## config.mk

```make
export PLATFORM = sky130hd
export DESIGN_NAME = i2c_tgt_ctrl
export DESIGN_NICKNAME = d
export VERILOG_FILES = /design/src/rtl/i2c_tgt_pkg.sv /design/src/rtl/i2c_tgt_sync.sv /design/src/rtl/i2c_tgt_regs.sv /design/src/rtl/i2c_tgt_engine.sv /design/src/rtl/i2c_tgt_ctrl.sv
export SDC_FILE = /design/constraint.sdc
export NUM_CORES = 1
export LEC_CHECK = 0
export BUFFER_PORTS_ARGS = -buffer_cell sky130_fd_sc_hd__buf_2
export CORE_MARGIN = 2
export CORE_UTILIZATION = 30
export CTS_CLUSTER_SIZE = 24
export DETAILED_ROUTE_END_ITERATION = 16
export GPL_TIMING_DRIVEN = 0
export HOLD_SLACK_MARGIN = 0.06
export MAX_ROUTING_LAYER = met4
export SYNTH_ARGS = -nofsm -noshare
export SYNTH_HDL_FRONTEND = slang
export SYNTH_SLANG_ARGS = --single-unit
```

## constraint.sdc

```tcl
create_clock -name clk -period 2.3 [get_ports clk]
set_input_delay 0.115 -clock clk [delete_from_list [all_inputs] [get_ports clk]]
set_output_delay 0.115 -clock clk [all_outputs]
set_load 0.05 [all_outputs]
```

## src/rtl/i2c_tgt_pkg.sv

```systemverilog
`timescale 1ns/1ps
package i2c_tgt_pkg;
   localparam int CTL_W = 16;

   // control bit positions
   localparam int B_SLV_EN   = 0;
   localparam int B_GC_EN    = 2;
   localparam int B_HGC_EN   = 3;
   localparam int B_GC_CLR   = 4;
   localparam int B_EARLY_TX = 5;
   localparam int B_STRETCH  = 6;
   localparam int B_NACK     = 7;
   localparam int B_STOP_IE  = 8;
   localparam int B_RX_IE    = 9;
   localparam int B_TX_IE    = 10;

   // storable bits: 10:5, 3, 2, 0
   localparam logic [CTL_W-1:0] CTL_KEEP = 16'h07ED;

   localparam logic [2:0] CAUSE_RX    = 3'd1;
   localparam logic [2:0] CAUSE_TXB   = 3'd2;
   localparam logic [2:0] CAUSE_STOP  = 3'd3;
   localparam logic [2:0] CAUSE_TXREQ = 3'd4;

   typedef enum logic [2:0] {
      ST_IDLE, ST_ADDR, ST_ACK, ST_RX, ST_TXWAIT, ST_TX, ST_TXACK, ST_SKIP
   } tgt_state_e;
endpackage

```

## src/rtl/i2c_tgt_sync.sv

```systemverilog
`timescale 1ns/1ps
module i2c_tgt_sync #(
   parameter int STAGES = 2
) (
   input  logic clk,
   input  logic rst_n,
   input  logic line_i,
   output logic level_o,
   output logic rise_o,
   output logic fall_o
);
   if (STAGES < 2) begin : g_bad_stages
      $error("i2c_tgt_sync: STAGES must be at least 2");
   end

   logic [STAGES-1:0] q;
   logic              prev;

   always_ff @(posedge clk or negedge rst_n) begin
      if (!rst_n) begin
         q    <= '1;
         prev <= 1'b1;
      end else begin
         q    <= {q[STAGES-2:0], line_i};
         prev <= q[STAGES-1];
      end
   end

   assign level_o = q[STAGES-1];
   assign rise_o  = q[STAGES-1] & ~prev;
   assign fall_o  = ~q[STAGES-1] & prev;
endmodule

```

## src/rtl/i2c_tgt_regs.sv

```systemverilog
`timescale 1ns/1ps
module i2c_tgt_regs
   import i2c_tgt_pkg::*;
(
   input  logic             clk,
   input  logic             rst_n,
   input  logic             wr_en,
   input  logic [CTL_W-1:0] wr_data,
   output logic [CTL_W-1:0] ctrl_o,
   output logic             gc_clr_o
);
   always_ff @(posedge clk or negedge rst_n) begin
      if (!rst_n)     ctrl_o <= '0;
      else if (wr_en) ctrl_o <= wr_data & CTL_KEEP;
   end

   assign gc_clr_o = wr_en & wr_data[B_GC_CLR];
endmodule

```

## src/rtl/i2c_tgt_engine.sv

```systemverilog
`timescale 1ns/1ps
module i2c_tgt_engine
   import i2c_tgt_pkg::*;
#(
   parameter int ADDR_W      = 7,
   parameter int DATA_W      = 8,
   parameter bit HGC_SUPPORT = 1'b1
) (
   input  logic              clk,
   input  logic              rst_n,
   input  logic [CTL_W-1:0]  ctrl,
   input  logic              gc_clr,
   input  logic              scl,
   input  logic              scl_rise,
   input  logic              scl_fall,
   input  logic              sda,
   input  logic              sda_rise,
   input  logic              sda_fall,
   input  logic [ADDR_W-1:0] own_addr,
   input  logic [DATA_W-1:0] alt_id,
   input  logic [DATA_W-1:0] tx_data,
   input  logic              tx_load,
   output logic              scl_oe,
   output logic              sda_oe,
   output logic [DATA_W-1:0] rx_data,
   output logic [15:0]       status,
   output logic              irq
);
   localparam int CNT_W = $clog2(DATA_W + 1);
   localparam logic [CNT_W-1:0] LAST = CNT_W'(DATA_W);
   localparam logic [CNT_W-1:0] TXLAST = CNT_W'(DATA_W - 1);

   tgt_state_e        state;
   logic [CNT_W-1:0]  cnt;
   logic [DATA_W-1:0] shreg, rx_q, tx_buf, tx_sh;
   logic              tx_valid, ack_drv, sda_drv, auto_hold, sw_hold;
   logic              rw_q, addressed, gc_phase, gc_flag, master_ack;
   logic [1:0]        gc_id;
   logic [2:0]        cause;

   logic              en, bus_start, bus_stop;
   logic [DATA_W-1:0] sh_next;
   logic              own_hit, own_hit_next, gc_hit, hgc_hit;
   logic              unused_ctrl;

   assign en           = ctrl[B_SLV_EN];
   assign bus_start    = sda_fall & scl;
   assign bus_stop     = sda_rise & scl;
   assign sh_next      = {shreg[DATA_W-2:0], sda};
   assign own_hit      = (shreg[DATA_W-1:1] == own_addr);
   assign own_hit_next = (sh_next[DATA_W-1:1] == own_addr);
   assign gc_hit       = (shreg[DATA_W-1:1] == '0) & ~shreg[0] & ctrl[B_GC_EN];
   assign unused_ctrl  = ^{ctrl[15:11], ctrl[B_GC_CLR], ctrl[1]};

   if (HGC_SUPPORT) begin : g_hgc
      assign hgc_hit = ctrl[B_HGC_EN] & ctrl[B_GC_EN] & (shreg == alt_id);
   end else begin : g_no_hgc
      logic unused_alt;
      assign unused_alt = ^{alt_id, ctrl[B_HGC_EN]};
      assign hgc_hit    = 1'b0;
   end

   always_ff @(posedge clk or negedge rst_n) begin
      if (!rst_n) begin
         state <= ST_IDLE;  cnt <= '0;  shreg <= '0;  rx_q <= '0;
         tx_buf <= '0;  tx_sh <= '0;  tx_valid <= 1'b0;
         ack_drv <= 1'b0;  sda_drv <= 1'b0;  auto_hold <= 1'b0;  sw_hold <= 1'b0;
         rw_q <= 1'b0;  addressed <= 1'b0;  gc_phase <= 1'b0;  gc_flag <= 1'b0;
         master_ack <= 1'b0;  gc_id <= 2'b00;  cause <= 3'd0;  irq <= 1'b0;
      end else begin
         irq     <= 1'b0;
         sw_hold <= en & ctrl[B_STRETCH] & (sw_hold | ~scl);
         if (tx_load) begin
            tx_buf   <= tx_data;
            tx_valid <= 1'b1;
         end
         if (!en) begin
            state <= ST_IDLE;  ack_drv <= 1'b0;  sda_drv <= 1'b0;
            auto_hold <= 1'b0;  addressed <= 1'b0;
         end else if (bus_start) begin
            state <= ST_ADDR;  cnt <= '0;  ack_drv <= 1'b0;  sda_drv <= 1'b0;
            auto_hold <= 1'b0;  addressed <= 1'b0;
         end else if (bus_stop) begin
            if (addressed && ctrl[B_STOP_IE]) begin
               irq <= 1'b1;  cause <= CAUSE_STOP;
            end
            state <= ST_IDLE;  addressed <= 1'b0;  ack_drv <= 1'b0;
            sda_drv <= 1'b0;  auto_hold <= 1'b0;
         end else begin
            unique case (state)
               ST_ADDR: begin
                  if (scl_rise) begin
                     shreg <= sh_next;
                     cnt   <= cnt + 1'b1;
                     if (cnt == TXLAST && sh_next[0] && own_hit_next &&
                         ctrl[B_EARLY_TX] && ctrl[B_TX_IE]) begin
                        irq <= 1'b1;  cause <= CAUSE_TXREQ;
                     end
                  end else if (scl_fall && cnt == LAST) begin
                     if (own_hit || gc_hit) begin
                        addressed <= 1'b1;
                        rw_q      <= shreg[0];
                        ack_drv   <= ~ctrl[B_NACK];
                        gc_phase  <= gc_hit;
                        state     <= ST_ACK;
                        if (gc_hit) begin
                           gc_flag <= 1'b1;  gc_id <= 2'b01;
                        end
                        if (shreg[0] && !ctrl[B_EARLY_TX] && ctrl[B_TX_IE]) begin
                           irq <= 1'b1;  cause <= CAUSE_TXREQ;
                        end
                     end else begin
                        state <= ST_SKIP;
                     end
                  end
               end
               ST_ACK: begin
                  if (scl_fall) begin
                     ack_drv <= 1'b0;
                     cnt     <= '0;
                     if (!ack_drv) begin
                        state <= ST_SKIP;
                     end else if (!rw_q) begin
                        state <= ST_RX;
                     end else if (tx_valid) begin
                        tx_sh <= tx_buf;  tx_valid <= 1'b0;
                        sda_drv <= ~tx_buf[DATA_W-1];  state <= ST_TX;
                     end else begin
                        auto_hold <= 1'b1;  state <= ST_TXWAIT;
                     end
                  end
               end
               ST_TXWAIT: begin
                  if (tx_valid) begin
                     tx_sh <= tx_buf;  tx_valid <= 1'b0;
                     sda_drv <= ~tx_buf[DATA_W-1];
                     auto_hold <= 1'b0;  state <= ST_TX;
                  end
               end
               ST_TX: begin
                  if (scl_fall) begin
                     if (cnt == TXLAST) begin
                        sda_drv <= 1'b0;
                        state   <= ST_TXACK;
                        if (ctrl[B_TX_IE]) begin
                           irq <= 1'b1;  cause <= CAUSE_TXB;
                        end
                     end else begin
                        tx_sh   <= tx_sh << 1;
                        sda_drv <= ~tx_sh[DATA_W-2];
                        cnt     <= cnt + 1'b1;
                     end
                  end
               end
               ST_TXACK: begin
                  if (scl_rise) begin
                     master_ack <= ~sda;
                  end else if (scl_fall) begin
                     cnt <= '0;
                     if (!master_ack) begin
                        state <= ST_SKIP;
                     end else if (tx_valid) begin
                        tx_sh <= tx_buf;  tx_valid <= 1'b0;
                        sda_drv <= ~tx_buf[DATA_W-1];  state <= ST_TX;
                     end else begin
                        auto_hold <= 1'b1;  state <= ST_TXWAIT;
                     end
                  end
               end
               ST_RX: begin
                  if (scl_rise) begin
                     shreg <= sh_next;
                     cnt   <= cnt + 1'b1;
                  end else if (scl_fall && cnt == LAST) begin
                     rx_q    <= shreg;
                     ack_drv <= ~ctrl[B_NACK];
                     state   <= ST_ACK;
                     if (ctrl[B_RX_IE]) begin
                        irq <= 1'b1;  cause <= CAUSE_RX;
                     end
                     if (gc_phase) begin
                        gc_phase <= 1'b0;
                        if (hgc_hit) gc_id <= 2'b11;
                     end
                  end
               end
               default: ;
            endcase
         end
         if (gc_clr) begin
            gc_flag <= 1'b0;
            gc_id   <= 2'b00;
         end
      end
   end

   assign scl_oe  = auto_hold | sw_hold;
   assign sda_oe  = ack_drv | sda_drv;
   assign rx_data = rx_q;
   assign status  = {5'd0, cause, 3'd0, rw_q & addressed, addressed, gc_flag, gc_id};
endmodule

```

## src/rtl/i2c_tgt_ctrl.sv

```systemverilog
`timescale 1ns/1ps
module i2c_tgt_ctrl
   import i2c_tgt_pkg::*;
#(
   parameter int ADDR_W      = 7,
   parameter int DATA_W      = 8,
   parameter int SYNC_STAGES = 2,
   parameter bit HGC_SUPPORT = 1'b1
) (
   input  logic              clk,
   input  logic              rst_n,
   input  logic              scl_i,
   input  logic              sda_i,
   output logic              scl_oe,
   output logic              sda_oe,
   input  logic              ctl_wr,
   input  logic [15:0]       ctl_wdata,
   output logic [15:0]       ctl_rdata,
   input  logic [ADDR_W-1:0] own_addr,
   input  logic [DATA_W-1:0] alt_id,
   input  logic [DATA_W-1:0] tx_data,
   input  logic              tx_load,
   output logic [DATA_W-1:0] rx_data,
   output logic [15:0]       status,
   output logic              irq
);
   if (DATA_W != ADDR_W + 1) begin : g_bad_width
      $error("i2c_tgt_ctrl: DATA_W must equal ADDR_W + 1");
   end

   localparam int N_LINES = 2;   // index 0 = SCL, 1 = SDA

   logic [N_LINES-1:0] line_in, line_lvl, line_rise, line_fall;
   logic [CTL_W-1:0]   ctrl;
   logic               gc_clr;

   assign line_in = {sda_i, scl_i};

   for (genvar g = 0; g < N_LINES; g++) begin : g_sync
      i2c_tgt_sync #(.STAGES(SYNC_STAGES)) u_sync (
         .clk    (clk),
         .rst_n  (rst_n),
         .line_i (line_in[g]),
         .level_o(line_lvl[g]),
         .rise_o (line_rise[g]),
         .fall_o (line_fall[g])
      );
   end

   i2c_tgt_regs u_regs (
      .clk     (clk),
      .rst_n   (rst_n),
      .wr_en   (ctl_wr),
      .wr_data (ctl_wdata),
      .ctrl_o  (ctrl),
      .gc_clr_o(gc_clr)
   );

   i2c_tgt_engine #(
      .ADDR_W     (ADDR_W),
      .DATA_W     (DATA_W),
      .HGC_SUPPORT(HGC_SUPPORT)
   ) u_eng (
      .clk     (clk),
      .rst_n   (rst_n),
      .ctrl    (ctrl),
      .gc_clr  (gc_clr),
      .scl     (line_lvl[0]),
      .scl_rise(line_rise[0]),
      .scl_fall(line_fall[0]),
      .sda     (line_lvl[1]),
      .sda_rise(line_rise[1]),
      .sda_fall(line_fall[1]),
      .own_addr(own_addr),
      .alt_id  (alt_id),
      .tx_data (tx_data),
      .tx_load (tx_load),
      .scl_oe  (scl_oe),
      .sda_oe  (sda_oe),
      .rx_data (rx_data),
      .status  (status),
      .irq     (irq)
   );

   assign ctl_rdata = ctrl;
endmodule

```

**Yosys cells after proc, flatten, opt, wreduce, memory -nomap -nowiden**

Cells that the tools add are included.

- $add $sub $neg: 1
- Multipliers: 0
- Div/mod/pow operators: 0
- Magnitude comparators: 0
- Equality and inequality tests: 73
- Shift-type cells: 0
- Muxes and demuxes: 149
- Bitwise operators: 28
- Reductions and logical operators: 37

Operator list:

| kind | number |
|---|---|
| $mux W3 | 30 |
| $mux W1 | 80 |
| $mux W8 | 9 |
| $ne A5 B2 Y1 const B | 11 |
| $ne A3 B2 Y1 const B | 11 |
| $pmux W8 S4 | 1 |
| $mux W4 | 7 |
| $mux W2 | 12 |
| $reduce_and A12 Y1 | 2 |
| $reduce_and A8 Y1 | 3 |
| $reduce_and A7 Y1 | 3 |
| $ne A2 B1 Y1 const B | 10 |
| $ne A4 B2 Y1 const B | 5 |
| $pmux W3 S6 | 1 |
| $ne A2 B2 Y1 const B | 8 |
| $pmux W4 S4 | 1 |
| $ne A3 B1 Y1 const B | 5 |
| $ne A5 B3 Y1 const B | 3 |
| $and A1 B1 Y1 | 14 |
| $eq A7 B7 Y1 | 2 |
| $reduce_and A14 Y1 | 1 |
| $ne A4 B1 Y1 const B | 3 |
| $ne A6 B1 Y1 const B | 2 |
| $pmux W1 S3 | 4 |
| other kinds (30) | 60 |

- Register bits: 70
- Bits in latches: 0
- Memory bits (writable): 0
- Memory bits (read-only): 0
- Logic and storage cells: 312
- Memories kept: 0

**Logic depth before layout (Yosys ltp)**

- Word-level depth: 12
- Mapped depth: 8
- Gate-level depth less buffers: 7

**Modules after synthesis**

From an unflattened synthesis, not the netlist that was laid out.

- Cells, all modules: 365
- Area, all modules: 3782.4 um^2

By module, submodules not included:

| module | times used | cells an instance | area each (um^2) |
|---|---|---|---|
| i2c_tgt_engine | 1 | 327 | 3159.3 |
| i2c_tgt_regs | 1 | 28 | 435.4 |
| i2c_tgt_sync | 2 | 5 | 93.8 |

**Worst setup path before layout**

Ideal clock, no wire load.

- Path kind: register -> register
- Start: register u_eng.shreg[1]
- End: register u_eng.cause[0]
- Setup time: 0.125 ns
- Data arrival time: 2.126 ns
- Setup slack: 0.049 ns
- Cell stages (with the launch flop): 8
- Path buffers: 1
- Clock period less this slack: 2.251 ns
- Cell sequence: dfrtp_1 -> buf_6 -> or4_4 -> nor3_4 -> a221oi_2 -> or3_4 -> a31oi_4 -> mux2_4

- Longest elaborated chain between the ends: 6
- Elaborated cells between the ends (all ways): 12

Ends and longest elaborated chain:

| item | line | text |
|---|---|---|
| start, declared | i2c_tgt_engine.sv:35 | `logic [DATA_W-1:0] shreg, rx_q, tx_buf, tx_sh;` |
| start signal, assigned | i2c_tgt_engine.sv:93 | `shreg <= sh_next;` |
| start signal, assigned | i2c_tgt_engine.sv:172 | `shreg <= sh_next;` |
| $logic_not A7 Y1 / $eq A7 B7 Y1 (equally long branches) | i2c_tgt_engine.sv:52, i2c_tgt_engine.sv:51 |  |
| $and A1 B1 Y1 / $logic_and A1 B1 Y1 (equally long branches) (2 in series) | i2c_tgt_engine.sv:52, i2c_tgt_engine.sv:95 |  |
| $logic_or A1 B1 Y1 / $logic_and A1 B1 Y1 (equally long branches) | i2c_tgt_engine.sv:100, i2c_tgt_engine.sv:96 |  |
| $ne A4 B2 Y1 (no line) | -- |  |
| $reduce_and A14 Y1 (no line) * | -- |  |
| end signal, assigned | i2c_tgt_engine.sv:69 | `master_ack <= 1'b0; gc_id <= 2'b00; cause <= 3'd0; irq <= 1'b0;` |
| end signal, assigned | i2c_tgt_engine.sv:97 | `irq <= 1'b1; cause <= CAUSE_TXREQ;` |
| end signal, assigned | i2c_tgt_engine.sv:110 | `irq <= 1'b1; cause <= CAUSE_TXREQ;` |
| end, declared | i2c_tgt_engine.sv:39 | `logic [2:0] cause;` |

Every way passes the cells marked *; elsewhere a longest branch is shown, timed or not.
A chain may end at the register's enable or synchronous reset.

**Final worst setup path**

- Start: register u_eng.shreg[5]
- End: register u_eng.cause[0]

The elaborated chain is that of the path after synthesis.

==> flow_summary.json <==
{
  "grt.overflow.total": 0,
  "cp_cell_sequence": "or4_4, nor3_4, a221oi_2, or3_4, a31oi_4, mux2_4",
  "rsz0062_at_grt": "true",
  "antenna_left": 0,
  "routedWlPerCell_um": 14.2,
  "syn_inst": 364,
  "ys_types": 59,
  "synthFlopType": "dfrtp_1",
  "yosysWarnings": 0,
  "clkLatencyLatePin_ps": 340,
  "status": "complete, but fails checks",
  "critPathRequiredTime_ps": 2520,
  "placedCellCount": 590,
  "reg2reg_to": "u_eng.cause[0]$_DFFE_PN0P_",
  "drc_errors": 0,
  "dr_total_vias": 3069,
  "slew_headroom_pct": 42.3,
  "combPwrFrac_pct": 31.6,
  "gp_congestion": 0.893,
  "cts_tree": "built",
  "h-tree-depth": 3,
  "whs_path_depth": 2,
  "hold_path_class": "primary input to flop",
  "start_util_pct": 30.8,
  "syn_to_final_growth_pct": 31.5,
  "place.port_buffers": 65,
  "first_iter_violations": 166,
  "hold_viol_final": 0,
  "cp_top_family": "simple AND/OR/NAND/NOR gates",
  "finalSetupTns_ps": -41.8,
  "grt_pass1_wl_mm": 14.2,
  "pwr-share-seq_pct": 34.6,
  "worstPathArrival_ps": 2560,
  "clockPowerShare_pct": 33.8,
  "syn-mean-instance-area_um2": 10.2,
  "p_leak_nw": 2.30,
  "synth_enable_flop_cells": 0,
  "cp-end-kind": "flop",
  "min_from": "ctl_wr",
  "n_antenna_cell": 0,
  "critPathLaunchType": "flop",
  "ys_seq_area_share_pct": 46.9,
  "worstReg2RegStart": "u_eng.shreg[5]$_DFFE_PN0P_",
  "setup_viol": 1,
  "synthArstFlopShare_pct": 100,
  "synth_top_area_cell": "dfrtp_1",
  "netlist.area_leader.share_pct": 42.7,
  "fin_ws_ps": -41.8,
  "routed_via_density": 4.89,
  "routed_wl_mm": 8.88,
  "cellPowerDensity_nw_per_um2": 911,
  "grt_max_degree": 70,
  "drive_gt1_share_pct": 35.4,
  "cp.buffers_inverters": 0,
  "instances_no_fill": 627,
  "grt_usage_pct": 14.2,
  "yosys_register_bits": 69,
  "grt_pass1_vias": 2937,
  "pin_count": 88,
  "nNetsFinal": 522,
  "num_rows": 40,
  "p_switching_mw": 1.53,
  "reg2reg_setup_slack_ps": -40,
  "criticalPathCategory": "flop to flop",
  "cpPeakStageDelay_ps": 580,
  "fmaxAchievable_mhz": 427,
  "first_pass_iters": 4,
  "cts_buffers": 9,
  "synth_area_leaders": "dfrtp_1 43%, mux2_2 9.8%, xor2_1 5.0%, dfstp_2 4.3%, nand2_1 3.6%",
  "clkTransAtPathRegs_ps": 60,
  "violations": "negative setup slack",
  "max-vdd-ir-drop_uv": 506,
  "maxCapViolCount": 0,
  "internal_power_mw": 2.89,
  "min_period_ps": 2340,
  "cts_buffer_depth": 2,
  "core_area_um2": 12000,
  "synth_area_um2": 3690,
  "pre_cts_ws_ps": -244,
  "skew_ps": 7.83,
  "cts-root-buf": "clkbuf_16",
  "holdPathEnd": "u_regs.ctrl_o[0]$_DFFE_PN0P_",
  "worstRegToRegCells": 6,
  "dp_hpwl_mm": 6.49,
  "slowest_stage": "or4_4",
  "die-height_um": 115,
  "timing.final.crit_share_pct": 102,
  "numClockSinks": 69,
  "timing_worst_slew_pin_value_ps": 866,
  "crit_fanout": 4,
  "p_sw_share_pct": 34.6,
  "antenna_found_initial": 0,
  "die_w_um": 115,
  "drv_slew": 0,
  "dieArea_um2": 13200,
  "post-route-util_pct": 40.4
}
-- routing by layer --
layer / vias to the layer above / share of wire [%] / track usage, %
met5: - / 0 / -
met4: 0 / 2.4 / 5.70
met3: 17 / 4.0 / 3.00
met2: 83 / 47 / 22.0
met1: 1500 / 46 / 18.1
li1: 1469 / - / -
-- cells in the mapped netlist, drive strengths merged, types with 2 or more instances --
cell type,n
buf,26
inv,13
nand4b,2
clkbuf,11
or2,3
o31ai,3
a31oi,9
mux2i,2
xor2,21
a21oi,15
a2bb2oi,2
o22ai,3
xnor2,2
dfrtp,63
a32oi,3
mux2,34
nor4,5
o211ai,2
nor2,25
o21ai,17
nand2b,6
and3,2
nand3,5
or3,5
dfstp,6
ha,2
a211oi,2
and3b,2
nor2b,6
nand3b,3
or4,4
nor3,10
nand2,35
-- per-stage QoR --
| stage | hold slack, ps | area (µm²) | total power [mW] |
|---|---|---|---|
| detailed placement | 221 | 4260 | 2.90 |
| finish | 144 | 4860 | 4.43 |
| floorplan | -181 | 3750 | 2.56 |
| global placement | 221 | 4260 | 2.87 |
| CTS | 148 | 4830 | 4.44 |
| global route | 148 | 4860 | 4.68 |
-- registers in the layout, summed over array words and instances (netlist names), 2 cells and up --
name,count
u_eng.cnt,4
u_eng.gc_id,2
u_eng.tx_buf,8
u_eng.tx_sh,7
u_eng.shreg,8
g_sync.u_sync.q,4
u_eng.state,3
u_eng.cause,3
g_sync.u_sync.prev,2
u_eng.rx_data,8
u_regs.ctrl_o,9
-- cell families (layout without fill, tap and decap cells) --
| kind of cell | Yosys count | count (layout) | synth area share, % |
|---|---|---|---|
| xor+xnor | 23 | 23 | 5.45 |
| other cells | 1 | 15 | 0.101 |
| flops | 69 | 69 | 46.9 |
| compound gates | 65 | 65 | 11.8 |
| buf+inv | 50 | 152 | 7.21 |
| mux | 36 | 36 | 11.0 |
| fa+ha+maj | 2 | 2 | 0.677 |
| simple gates | 118 | 118 | 16.9 |
-- final cells by class --
class	count	area [µm²]
well taps	147	184
flip-flops and latches	69	1740
inverters	13	48.8
clock inverters	6	93.8
plain buffers	31	196
fillers	1168	7150
clock buffers	10	229
multi-input cells	259	1780
repair buffers	92	583
-- cells in the final DEF (no fill, tap or decap), types with 7 or more instances in the layout --
cell type	n
inv_1	13
dlygate4sd3_1	21
conb_1	15
mux2_2	32
nor2_1	25
xor2_1	21
clkbuf_16	9
buf_2	68
a21oi_1	15
dfrtp_1	60
nand2_1	34
buf_4	24
o21ai_0	13
nor3_1	7
a31oi_1	8
-- timing repair --
item	4_1_cts	5_1_grt
resized for setup	6	11
pin swaps	1	4
hold endpoints to repair	85	0
endpoints found under the setup margin	17	25
buffers inserted	1	5
cloned	0	0
hold buffers	21	0
-- worst max path at each step --
stage,startpoint,end,slack (ps),cells after the start
after detailed placement,u_eng.shreg[6]$_DFFE_PN0P_,u_eng.cause[0]$_DFFE_PN0P_,-240,7
after floorplan,u_eng.shreg[1]$_DFFE_PN0P_,u_eng.cause[0]$_DFFE_PN0P_,50,7
final,u_eng.shreg[5]$_DFFE_PN0P_,u_eng.cause[0]$_DFFE_PN0P_,-40,6
after global routing,u_eng.shreg[1]$_DFFE_PN0P_,u_eng.cause[0]$_DFFE_PN0P_,-110,7
after CTS,u_eng.shreg[3]$_DFFE_PN0P_,u_eng.cause[0]$_DFFE_PN0P_,-50,7
after global placement,u_eng.shreg[6]$_DFFE_PN0P_,u_eng.cause[0]$_DFFE_PN0P_,-200,7
-- power groups by stage --
stage          clock [mW]  combinational [mW]  sequential, mW
5_1_grt              1.59                1.53            1.55
2_1_floorplan           0               0.978            1.58
6_report             1.50                1.40            1.53
3_5_place_dp            0                1.37            1.53
4_1_cts              1.52                1.41            1.51
3_3_place_gp            0                1.34            1.52
(Power assumes the default switching activity.)
